<file path="src/rtl/rtc_pkg.sv">
package rtc_pkg;

  // Byte offsets of the registers on the bus
  localparam int unsigned OFF_ALARM   = 32'h00;
  localparam int unsigned OFF_COUNT   = 32'h04;
  localparam int unsigned OFF_TRIMDIV = 32'h08;
  localparam int unsigned OFF_STATUS  = 32'h10;

  // Status bit positions
  localparam int unsigned ST_AL_FL = 0;
  localparam int unsigned ST_HZ_FL = 1;
  localparam int unsigned ST_AL_EN = 2;
  localparam int unsigned ST_HZ_EN = 3;
  localparam int unsigned ST_W     = 4;

  // Packed so that the read value lines up with the bit positions above
  typedef struct packed {
    logic hz_en;
    logic al_en;
    logic hz_fl;
    logic al_fl;
  } status_t;

endpackage

</file>
<file path="src/rtl/rtc_prescaler.sv">
module rtc_prescaler #(
  parameter int DATA_W      = 32,
  parameter int DIV_W       = 16,
  parameter int DEF_DIV     = 32767,
  parameter int TRIM_PERIOD = 1024
) (
  input  logic              clk,
  input  logic              rst_n,
  input  logic              osc_ce,
  input  logic              td_wr,
  input  logic [DATA_W-1:0] td_wdata,
  output logic [DATA_W-1:0] td_q,
  output logic              tick
);

  localparam int TRIM_W = DATA_W - DIV_W;
  localparam int PRE_W  = ((DIV_W > TRIM_W) ? DIV_W : TRIM_W) + 1;
  localparam int GRP_W  = (TRIM_PERIOD > 2) ? $clog2(TRIM_PERIOD) : 1;
  localparam logic [GRP_W-1:0] GRP_LAST = GRP_W'(TRIM_PERIOD - 1);

  // Divider that is in force: the default one while the register is all zero
  function automatic logic [PRE_W-1:0] eff_div(input logic [DATA_W-1:0] raw);
    if (raw == '0) return PRE_W'(DEF_DIV);
    return PRE_W'(raw[DIV_W-1:0]);
  endfunction

  // Last prescaler count of the current period, stretched by trim if asked
  function automatic logic [PRE_W-1:0] last_cnt(input logic [PRE_W-1:0] d,
                                                input logic [TRIM_W-1:0] t,
                                                input logic s);
    return s ? (d + PRE_W'(t)) : d;
  endfunction

  logic [DATA_W-1:0] td_r;
  logic [PRE_W-1:0]  pre_cnt;
  logic [GRP_W-1:0]  grp_cnt;
  logic              stretch;
  logic [PRE_W-1:0]  lim;
  logic              at_end;

  assign stretch = (grp_cnt == GRP_LAST);
  assign lim     = last_cnt(eff_div(td_r), td_r[DATA_W-1:DIV_W], stretch);
  assign at_end  = (pre_cnt == lim);
  assign tick    = osc_ce && at_end && !td_wr;
  assign td_q    = td_r;

  always_ff @(posedge clk) begin
    if (!rst_n) begin
      td_r    <= '0;
      pre_cnt <= '0;
      grp_cnt <= '0;
    end else if (td_wr) begin
      td_r    <= td_wdata;
      pre_cnt <= '0;
      grp_cnt <= '0;
    end else if (osc_ce) begin
      if (at_end) begin
        pre_cnt <= '0;
        grp_cnt <= stretch ? '0 : grp_cnt + 1'b1;
      end else begin
        pre_cnt <= pre_cnt + 1'b1;
      end
    end
  end

  // the phase counter never runs past the end of the current period
  p_pre_bound_r3: assert property (@(posedge clk) disable iff (!rst_n)
    pre_cnt <= lim);

  // a register write restarts the phase from zero
  p_restart_r3: assert property (@(posedge clk) disable iff (!rst_n)
    td_wr |=> (pre_cnt == '0));

  // the group position wraps after the stretched period
  p_grp_wrap_r4: assert property (@(posedge clk) disable iff (!rst_n)
    (tick && stretch) |=> (grp_cnt == '0));

endmodule

</file>
<file path="src/rtl/rtc_sec_counter.sv">
module rtc_sec_counter #(
  parameter int DATA_W = 32
) (
  input  logic              clk,
  input  logic              rst_n,
  input  logic              tick,
  input  logic              cnt_wr,
  input  logic              alarm_wr,
  input  logic [DATA_W-1:0] wdata,
  output logic [DATA_W-1:0] cnt_q,
  output logic [DATA_W-1:0] alarm_q,
  output logic              alarm_hit
);

  // Next seconds value, wrapping at the top
  function automatic logic [DATA_W-1:0] next_sec(input logic [DATA_W-1:0] v);
    return v + 1'b1;
  endfunction

  logic [DATA_W-1:0] cnt_r;
  logic [DATA_W-1:0] alarm_r;
  logic [DATA_W-1:0] cnt_inc;

  assign cnt_inc   = next_sec(cnt_r);
  assign alarm_hit = tick && !cnt_wr && (cnt_inc == alarm_r);
  assign cnt_q     = cnt_r;
  assign alarm_q   = alarm_r;

  always_ff @(posedge clk) begin
    if (!rst_n) begin
      cnt_r   <= '0;
      alarm_r <= '0;
    end else begin
      if (cnt_wr)    cnt_r <= wdata;
      else if (tick) cnt_r <= cnt_inc;
      if (alarm_wr)  alarm_r <= wdata;
    end
  end

  // one step per tick, wrapping
  p_step_r5: assert property (@(posedge clk) disable iff (!rst_n)
    (tick && !cnt_wr) |=> (cnt_r == $past(cnt_r) + 1'b1));

  // hold without tick or write
  p_hold_r5: assert property (@(posedge clk) disable iff (!rst_n)
    (!tick && !cnt_wr) |=> $stable(cnt_r));

  // a write wins over a tick
  p_wr_wins_r6: assert property (@(posedge clk) disable iff (!rst_n)
    cnt_wr |=> (cnt_r == $past(wdata)));

  // a match means the counter now equals the alarm
  p_hit_eq_r8: assert property (@(posedge clk) disable iff (!rst_n)
    (alarm_hit && !alarm_wr) |=> (cnt_r == alarm_r));

endmodule

</file>
<file path="src/rtl/rtc_status.sv">
module rtc_status
  import rtc_pkg::*;
(
  input  logic            clk,
  input  logic            rst_n,
  input  logic            tick,
  input  logic            alarm_hit,
  input  logic            st_wr,
  input  logic [ST_W-1:0] st_wdata,
  output status_t         st_q,
  output logic            irq_tick,
  output logic            irq_alarm
);

  status_t st_r;
  logic    clr_hz;
  logic    clr_al;

  assign clr_hz = st_wr && st_wdata[ST_HZ_FL];
  assign clr_al = st_wr && st_wdata[ST_AL_FL];

  always_ff @(posedge clk) begin
    if (!rst_n) begin
      st_r <= '0;
    end else begin
      if (st_wr) begin
        st_r.hz_en <= st_wdata[ST_HZ_EN];
        st_r.al_en <= st_wdata[ST_AL_EN];
      end
      // A new event takes priority over a clear in the same cycle
      if (tick)        st_r.hz_fl <= 1'b1;
      else if (clr_hz) st_r.hz_fl <= 1'b0;
      if (alarm_hit)   st_r.al_fl <= 1'b1;
      else if (clr_al) st_r.al_fl <= 1'b0;
    end
  end

  assign st_q      = st_r;
  assign irq_tick  = st_r.hz_fl && st_r.hz_en;
  assign irq_alarm = st_r.al_fl && st_r.al_en;

  // every tick leaves the flag set
  p_hz_set_r7: assert property (@(posedge clk) disable iff (!rst_n)
    tick |=> st_r.hz_fl);

  // the flag is sticky unless cleared
  p_hz_sticky_r7: assert property (@(posedge clk) disable iff (!rst_n)
    (st_r.hz_fl && !clr_hz) |=> st_r.hz_fl);

  // a match sets the alarm flag
  p_al_set_r8: assert property (@(posedge clk) disable iff (!rst_n)
    alarm_hit |=> st_r.al_fl);

  // a clear with no new event drops the flag
  p_al_clear_r9: assert property (@(posedge clk) disable iff (!rst_n)
    (clr_al && !alarm_hit) |=> !st_r.al_fl);

  // a disabled source never interrupts
  p_irq_gate_r10: assert property (@(posedge clk) disable iff (!rst_n)
    (!st_r.hz_en |-> !irq_tick) and (!st_r.al_en |-> !irq_alarm));

endmodule

</file>
<file path="src/rtl/rtc_seconds_top.sv">
module rtc_seconds_top
  import rtc_pkg::*;
#(
  parameter int DATA_W      = 32,
  parameter int ADDR_W      = 5,
  parameter int DIV_W       = 16,
  parameter int DEF_DIV     = 32767,
  parameter int TRIM_PERIOD = 1024
) (
  input  logic              clk,
  input  logic              rst_n,
  input  logic              osc_ce,
  input  logic              bus_sel,
  input  logic              bus_we,
  input  logic [ADDR_W-1:0] bus_addr,
  input  logic [DATA_W-1:0] bus_wdata,
  output logic [DATA_W-1:0] bus_rdata,
  output logic              irq_tick,
  output logic              irq_alarm
);

  localparam logic [ADDR_W-1:0] A_ALARM   = ADDR_W'(OFF_ALARM);
  localparam logic [ADDR_W-1:0] A_COUNT   = ADDR_W'(OFF_COUNT);
  localparam logic [ADDR_W-1:0] A_TRIMDIV = ADDR_W'(OFF_TRIMDIV);
  localparam logic [ADDR_W-1:0] A_STATUS  = ADDR_W'(OFF_STATUS);

  logic hit_alarm, hit_count, hit_td, hit_st;
  logic wr;
  logic tick;
  logic alarm_hit;
  logic [DATA_W-1:0] td_q, cnt_q, alarm_q;
  status_t st_q;

  assign hit_alarm = (bus_addr == A_ALARM);
  assign hit_count = (bus_addr == A_COUNT);
  assign hit_td    = (bus_addr == A_TRIMDIV);
  assign hit_st    = (bus_addr == A_STATUS);
  assign wr        = bus_sel && bus_we;

  rtc_prescaler #(
    .DATA_W(DATA_W), .DIV_W(DIV_W), .DEF_DIV(DEF_DIV), .TRIM_PERIOD(TRIM_PERIOD)
  ) u_pre (
    .clk(clk), .rst_n(rst_n), .osc_ce(osc_ce),
    .td_wr(wr && hit_td), .td_wdata(bus_wdata),
    .td_q(td_q), .tick(tick)
  );

  rtc_sec_counter #(.DATA_W(DATA_W)) u_cnt (
    .clk(clk), .rst_n(rst_n), .tick(tick),
    .cnt_wr(wr && hit_count), .alarm_wr(wr && hit_alarm),
    .wdata(bus_wdata), .cnt_q(cnt_q), .alarm_q(alarm_q),
    .alarm_hit(alarm_hit)
  );

  rtc_status u_st (
    .clk(clk), .rst_n(rst_n), .tick(tick), .alarm_hit(alarm_hit),
    .st_wr(wr && hit_st), .st_wdata(bus_wdata[ST_W-1:0]),
    .st_q(st_q), .irq_tick(irq_tick), .irq_alarm(irq_alarm)
  );

  always_comb begin
    bus_rdata = '0;
    if (bus_sel) begin
      if (hit_alarm)      bus_rdata = alarm_q;
      else if (hit_count) bus_rdata = cnt_q;
      else if (hit_td)    bus_rdata = td_q;
      else if (hit_st)    bus_rdata = {{(DATA_W-ST_W){1'b0}}, st_q};
    end
  end

  // an unmapped write leaves the counter alone unless a tick moves it
  p_unmapped_r11: assert property (@(posedge clk) disable iff (!rst_n)
    (wr && !hit_alarm && !hit_count && !hit_td && !hit_st && !tick)
      |=> $stable(cnt_q));

endmodule

</file>
<file path="config.mk">
export PLATFORM = sky130hd
export DESIGN_NAME = rtc_seconds_top
export DESIGN_NICKNAME = d
export VERILOG_FILES = /design/src/rtl/rtc_pkg.sv /design/src/rtl/rtc_prescaler.sv /design/src/rtl/rtc_sec_counter.sv /design/src/rtl/rtc_status.sv /design/src/rtl/rtc_seconds_top.sv
export SDC_FILE = /design/constraint.sdc
export NUM_CORES = 1
export LEC_CHECK = 0
export ABC_AREA = 1
export BUFFER_PORTS_ARGS = -buffer_cell sky130_fd_sc_hd__buf_2
export CAP_MARGIN = 0
export CORE_MARGIN = 3
export CORE_UTILIZATION = 65
export CTS_CLUSTER_DIAMETER = 50
export CTS_CLUSTER_SIZE = 20
export DETAILED_ROUTE_END_ITERATION = 8
export PLACE_DENSITY = 0.86
export SYNTH_ARGS = -nofsm -noshare
export SYNTH_HDL_FRONTEND = slang
export SYNTH_SLANG_ARGS = --single-unit
</file>
<file path="constraint.sdc">
create_clock -name clk -period 4.81 [get_ports clk]
set_input_delay 1.443 -clock clk [delete_from_list [all_inputs] [get_ports clk]]
set_output_delay 1.443 -clock clk [all_outputs]
set_load 0.02 [all_outputs]
</file>
Yosys cells after proc, flatten, opt, wreduce, memory -nomap -nowiden
Cells that the tools add are included.

word-level totals
  register bits after elaboration = 127
  input port bits = 42
  output and inout port bits = 34
  word-level logic and storage cells = 59

operators by class
  $add $sub $neg = 4
  eq/ne operators = 6
  multiplexer cells = 17
  bitwise logic cells = 1
  reductions and logical operators = 22

operators with widths
  cell                     number
  $mux W32                 6
  $mux W17                 4
  $add A32 B1 Y32 const B  1
  $eq A32 B32 Y1           1
  $logic_not A32 Y1        1
  $add A17 B1 Y17 const B  1
  $add A17 B16 Y17         1
  $eq A17 B17 Y1           1
  $logic_and A1 B1 Y1      13
  $add A10 B1 Y10 const B  1
  $eq A10 B10 Y1 const B   1
  $mux W10                 1
  $reduce_bool A2 Y1       3
  $eq A5 B3 Y1 const B     1
  $eq A5 B4 Y1 const B     1
  $eq A5 B5 Y1 const B     1
  $logic_not A5 Y1         1
  $mux W1                  5
  $mux W4                  1
  $logic_not A1 Y1         2
  $reduce_and A2 Y1        1
  $reduce_or A2 Y1         1
  $not A1 Y1               1

Longest topological paths before layout
  depth after elaboration = 11
  mapped depth = 29
  depth with buffers taken out = 28

By module
A second synthesis with hierarchy kept.

second synthesis, totals
  cells, all modules = 1740
  area total of the unflattened synthesis = 10123.5 sq um

by module, submodules not included
  module           instances  cells each  area an instance (sq um)  seq. area each (sq um)
  rtc_prescaler    1          807         4714.5                    1181.1
  rtc_sec_counter  1          686         4077.7                    1281.2
  rtc_seconds_top  1          223         1171.1                    0.0
  rtc_status       1          24          160.2                     80.1

Worst setup path after synthesis
Ideal clock, no wire load.

  path kind = input to output
  start = input port bus_addr[3]
  end = output port bus_rdata[13]
  arrival = 2.942 ns
  data required time = 3.367 ns
  path slack = 0.425 ns
  stages on the path = 6
  path buffers = 1
  path through = inv_1 > nand4_1 > inv_2 > buf_1 > nand2_1 > a221oi_1

on the way
  cells in the longest elaborated chain, start to end = 5
  elaborated cells on any way between the ends = 7
  those cells by class = eq/ne: 2; mux: 4; reduce/logical: 1

RTL lines
  item             line                   text
  start, declared  rtc_seconds_top.sv:15  input logic [ADDR_W-1:0] bus_addr,
  $eq A5 B4 Y1     rtc_seconds_top.sv:36  assign hit_td = (bus_addr == A_TRIMDIV);
  $mux W32         rtc_seconds_top.sv:66  else if (hit_td) bus_rdata = td_q;
  $mux W32         rtc_seconds_top.sv:65  else if (hit_count) bus_rdata = cnt_q;
  $mux W32 *       rtc_seconds_top.sv:64  if (hit_alarm) bus_rdata = alarm_q;
  $mux W32 *       rtc_seconds_top.sv:63  if (bus_sel) begin
  end, declared    rtc_seconds_top.sv:17  output logic [DATA_W-1:0] bus_rdata,

Every way passes the cells marked *; elsewhere a longest branch is shown, timed or not.

Worst setup path in the final report
  start = input port bus_addr[1]
  end = output port bus_rdata[31]

The elaborated chain is that of the path after synthesis.

==> impl_metrics.ini <==
[synthesis]
synth.distinct_cells = 42
ys_seq_elements = 127
ys_warn_count = 0
syn_area_mm2 = 0.00915
async_flop_share_pct = 0
syn-num-nets = 1581
avgSynthCellArea_um2 = 6.03
synth_cells = 1517
synth-edff-count = 0
yosysSeqAreaShare_pct = 27.8
synth_flop_cell = dfxtp_1

[clock_tree]
post-cts-setup-buffers = 0
postCtsHoldBufs = 0
clk_latency_ns = 0.44
clkSinkCount = 127
cts_max_level = 4
cts_resized = 0
cts_tree = done
clock_path_buffers = 2
clk_pin_slew_worst_paths_ns = 0.07
numCtsBuffers = 17
cts_root_buffer = clkbuf_16

[floorplan]
io_pins = 76
die_area_mm2 = 0.0155
core_mm2 = 0.0135
row_count = 42
die_w_um = 125
start_util_pct = 67.7
die_h_um = 125

[global_routing]
first_global_vias = 10000
antenna_found_initial = 0
grtUsageTotal_pct = 41.1
grt-ovfl-total = 0
grt_pass1_wl_um = 52000
grt_max_degree = 69

[worst_setup_path]
start_kind = primary input
arrival_ns = 3.13
worstPathMaxFanout = 25
critPathCaptureType = output port
crit_type = primary input to output port
cp.required_ns = 3.37

[timing]
period_minus_slack_ns = 4.57
drv_slew = 0
finalSetupViolations = 0
tns_ns = 0
hold_ws_ns = 0.484
fin_skew_ns = 0.0126
relSlewSlack_pct = 50.6
max_slew.worst_pin.slew_ns = 0.731
clock.fmax_ghz = 0.219
fin_crit_sh_pct = 95.1
final_hold_viol_count = 0
rsz0062_at_grt = no

[power]
pwr-share-comb_pct = 14.3
p_clk_share_pct = 47.2
p_int_mw = 1.95
max-vdd-ir-drop_mv = 0.249
switching_share_pct = 29.5
p_switching_mw = 0.812
power_density_mw_per_mm2 = 269
p_total_mw = 2.76
p_leak_nw = 4.37
p_seq_share_pct = 38.5

[route]
wire_per_inst_um = 18.4
firstDrtPassIters = 6
postRouteAntennaNets = 0
drc = 0
routed-via-count = 10800
vias_per_cell = 6.15
drt_iter0_drc = 1602
routed_wl_um = 32400

[run]
maxCapViolations = 0

[finish]
syn_to_final_growth_pct = 12.1
final_common_cell = nand2_1
nets = 1635
final_cell_mix = nand2_1, nor2_1, inv_1
diodes = 0
design_area_mm2 = 0.0103
layout-drive-gt1-share_pct = 8.96

[placed_design]
numPortBuffers = 75
post_dp_cell_area_mm2 = 0.00965
gp_congestion = 0.996
hpwlAfterDp_um = 23300

[outcome]
outcome = complete, no violations

[worst_hold_path]
hp-class = register to register
-- per-stage QoR --
| stage | std cells | utilization [%] | setup WS (ns) |
|---|---|---|---|
| final | 1760 | 75.9 | 0.238 |
| after global routing | 1760 | 75.9 | 0.0150 |
| after CTS | 1760 | 75.8 | 0.351 |
| after detailed placement | 1728 | 71.5 | 0.356 |
| after global placement | 1728 | 71.5 | 0.393 |
| after floorplan | 1517 | - | 0.425 |
-- cell usage after synthesis (all sizes together), types with 4 or more instances --
cell	n	share of area, %
dfxtp	127	28
nand4	15	1.3
nand3b	4	0.33
and2	4	0.27
buf	12	0.89
xnor2	5	0.48
o21ai	146	8.0
nor2	174	7.3
nand2	399	17
a21oi	105	5.7
clkbuf	49	2.0
ha	21	2.9
clkinv	6	0.25
nor3	29	1.8
inv	175	7.2
xor2	45	4.3
nor3b	5	0.41
nand3	152	8.3
a221oi	26	2.5
-- path summary, 6_finish.rpt --
kind	slack, ns	startpoint	to	depth (start not counted)
min reg2reg	0.48	u_cnt.alarm_q[7]$_SDFFE_PN0P_	u_cnt.alarm_q[7]$_SDFFE_PN0P_	2
max	0.24	bus_addr[1]	bus_rdata[31]	7
max reg2reg	0.38	u_pre.td_q[7]$_SDFFE_PN0P_	u_cnt.cnt_q[3]$_SDFFE_PN0P_	27
min	0.48	u_cnt.alarm_q[7]$_SDFFE_PN0P_	u_cnt.alarm_q[7]$_SDFFE_PN0P_	2
-- cell type report --
cell class	count	area (µm²)
well taps	176	220
repair buffers	96	533
multi-input cells	1148	5690
clock buffers	18	429
inverters	181	679
flip-flops and latches	127	2540
clock inverters	14	156
fillers	1155	3250
-- registers in the layout (all words and copies together) (netlist names) --
| register | flops |
|---|---|
| u_cnt.alarm_q | 32 |
| u_cnt.cnt_q | 32 |
| u_pre.td_q | 32 |
| u_pre.pre_cnt | 17 |
| u_pre.grp_cnt | 10 |
| u_st.st_q | 4 |
-- power groups by stage --
stage | clock [mW] | combinational [mW] | sequential [mW]
5_1_grt | 1.35 | 0.439 | 1.06
4_1_cts | 1.29 | 0.378 | 1.06
3_5_place_dp | 0 | 0.373 | 1.09
2_1_floorplan | 0 | 0.257 | 1.08
6_report | 1.30 | 0.395 | 1.06
3_3_place_gp | 0 | 0.367 | 1.09
-- per-layer routing --
metal	global-route usage (%)	wire length [µm]
met5	0	0
met4	19.5	1510
met3	11.2	4450
met2	61.0	13700
met1	55.4	12700
-- critical path, stage by stage --
cell	delay, ns
buf_2	0.12
nor2_1	0.14
nand4_1	0.14
inv_2	0.45
nand2_1	0.13
a221oi_1	0.45
buf_2	0.25
-- cells by family after synthesis --
logic type / count (synthesis) / synth area share, %
and+or+nand+nor: 790 / 36.8
AOI/OAI and AO/OA: 285 / 16.9
buffers and inverters: 242 / 10.3
DFF: 127 / 27.8
xor gates and xnor gates: 51 / 5.03
adders and majority gates: 22 / 3.09
No activity file was read; power rests on OpenSTA's default activity.
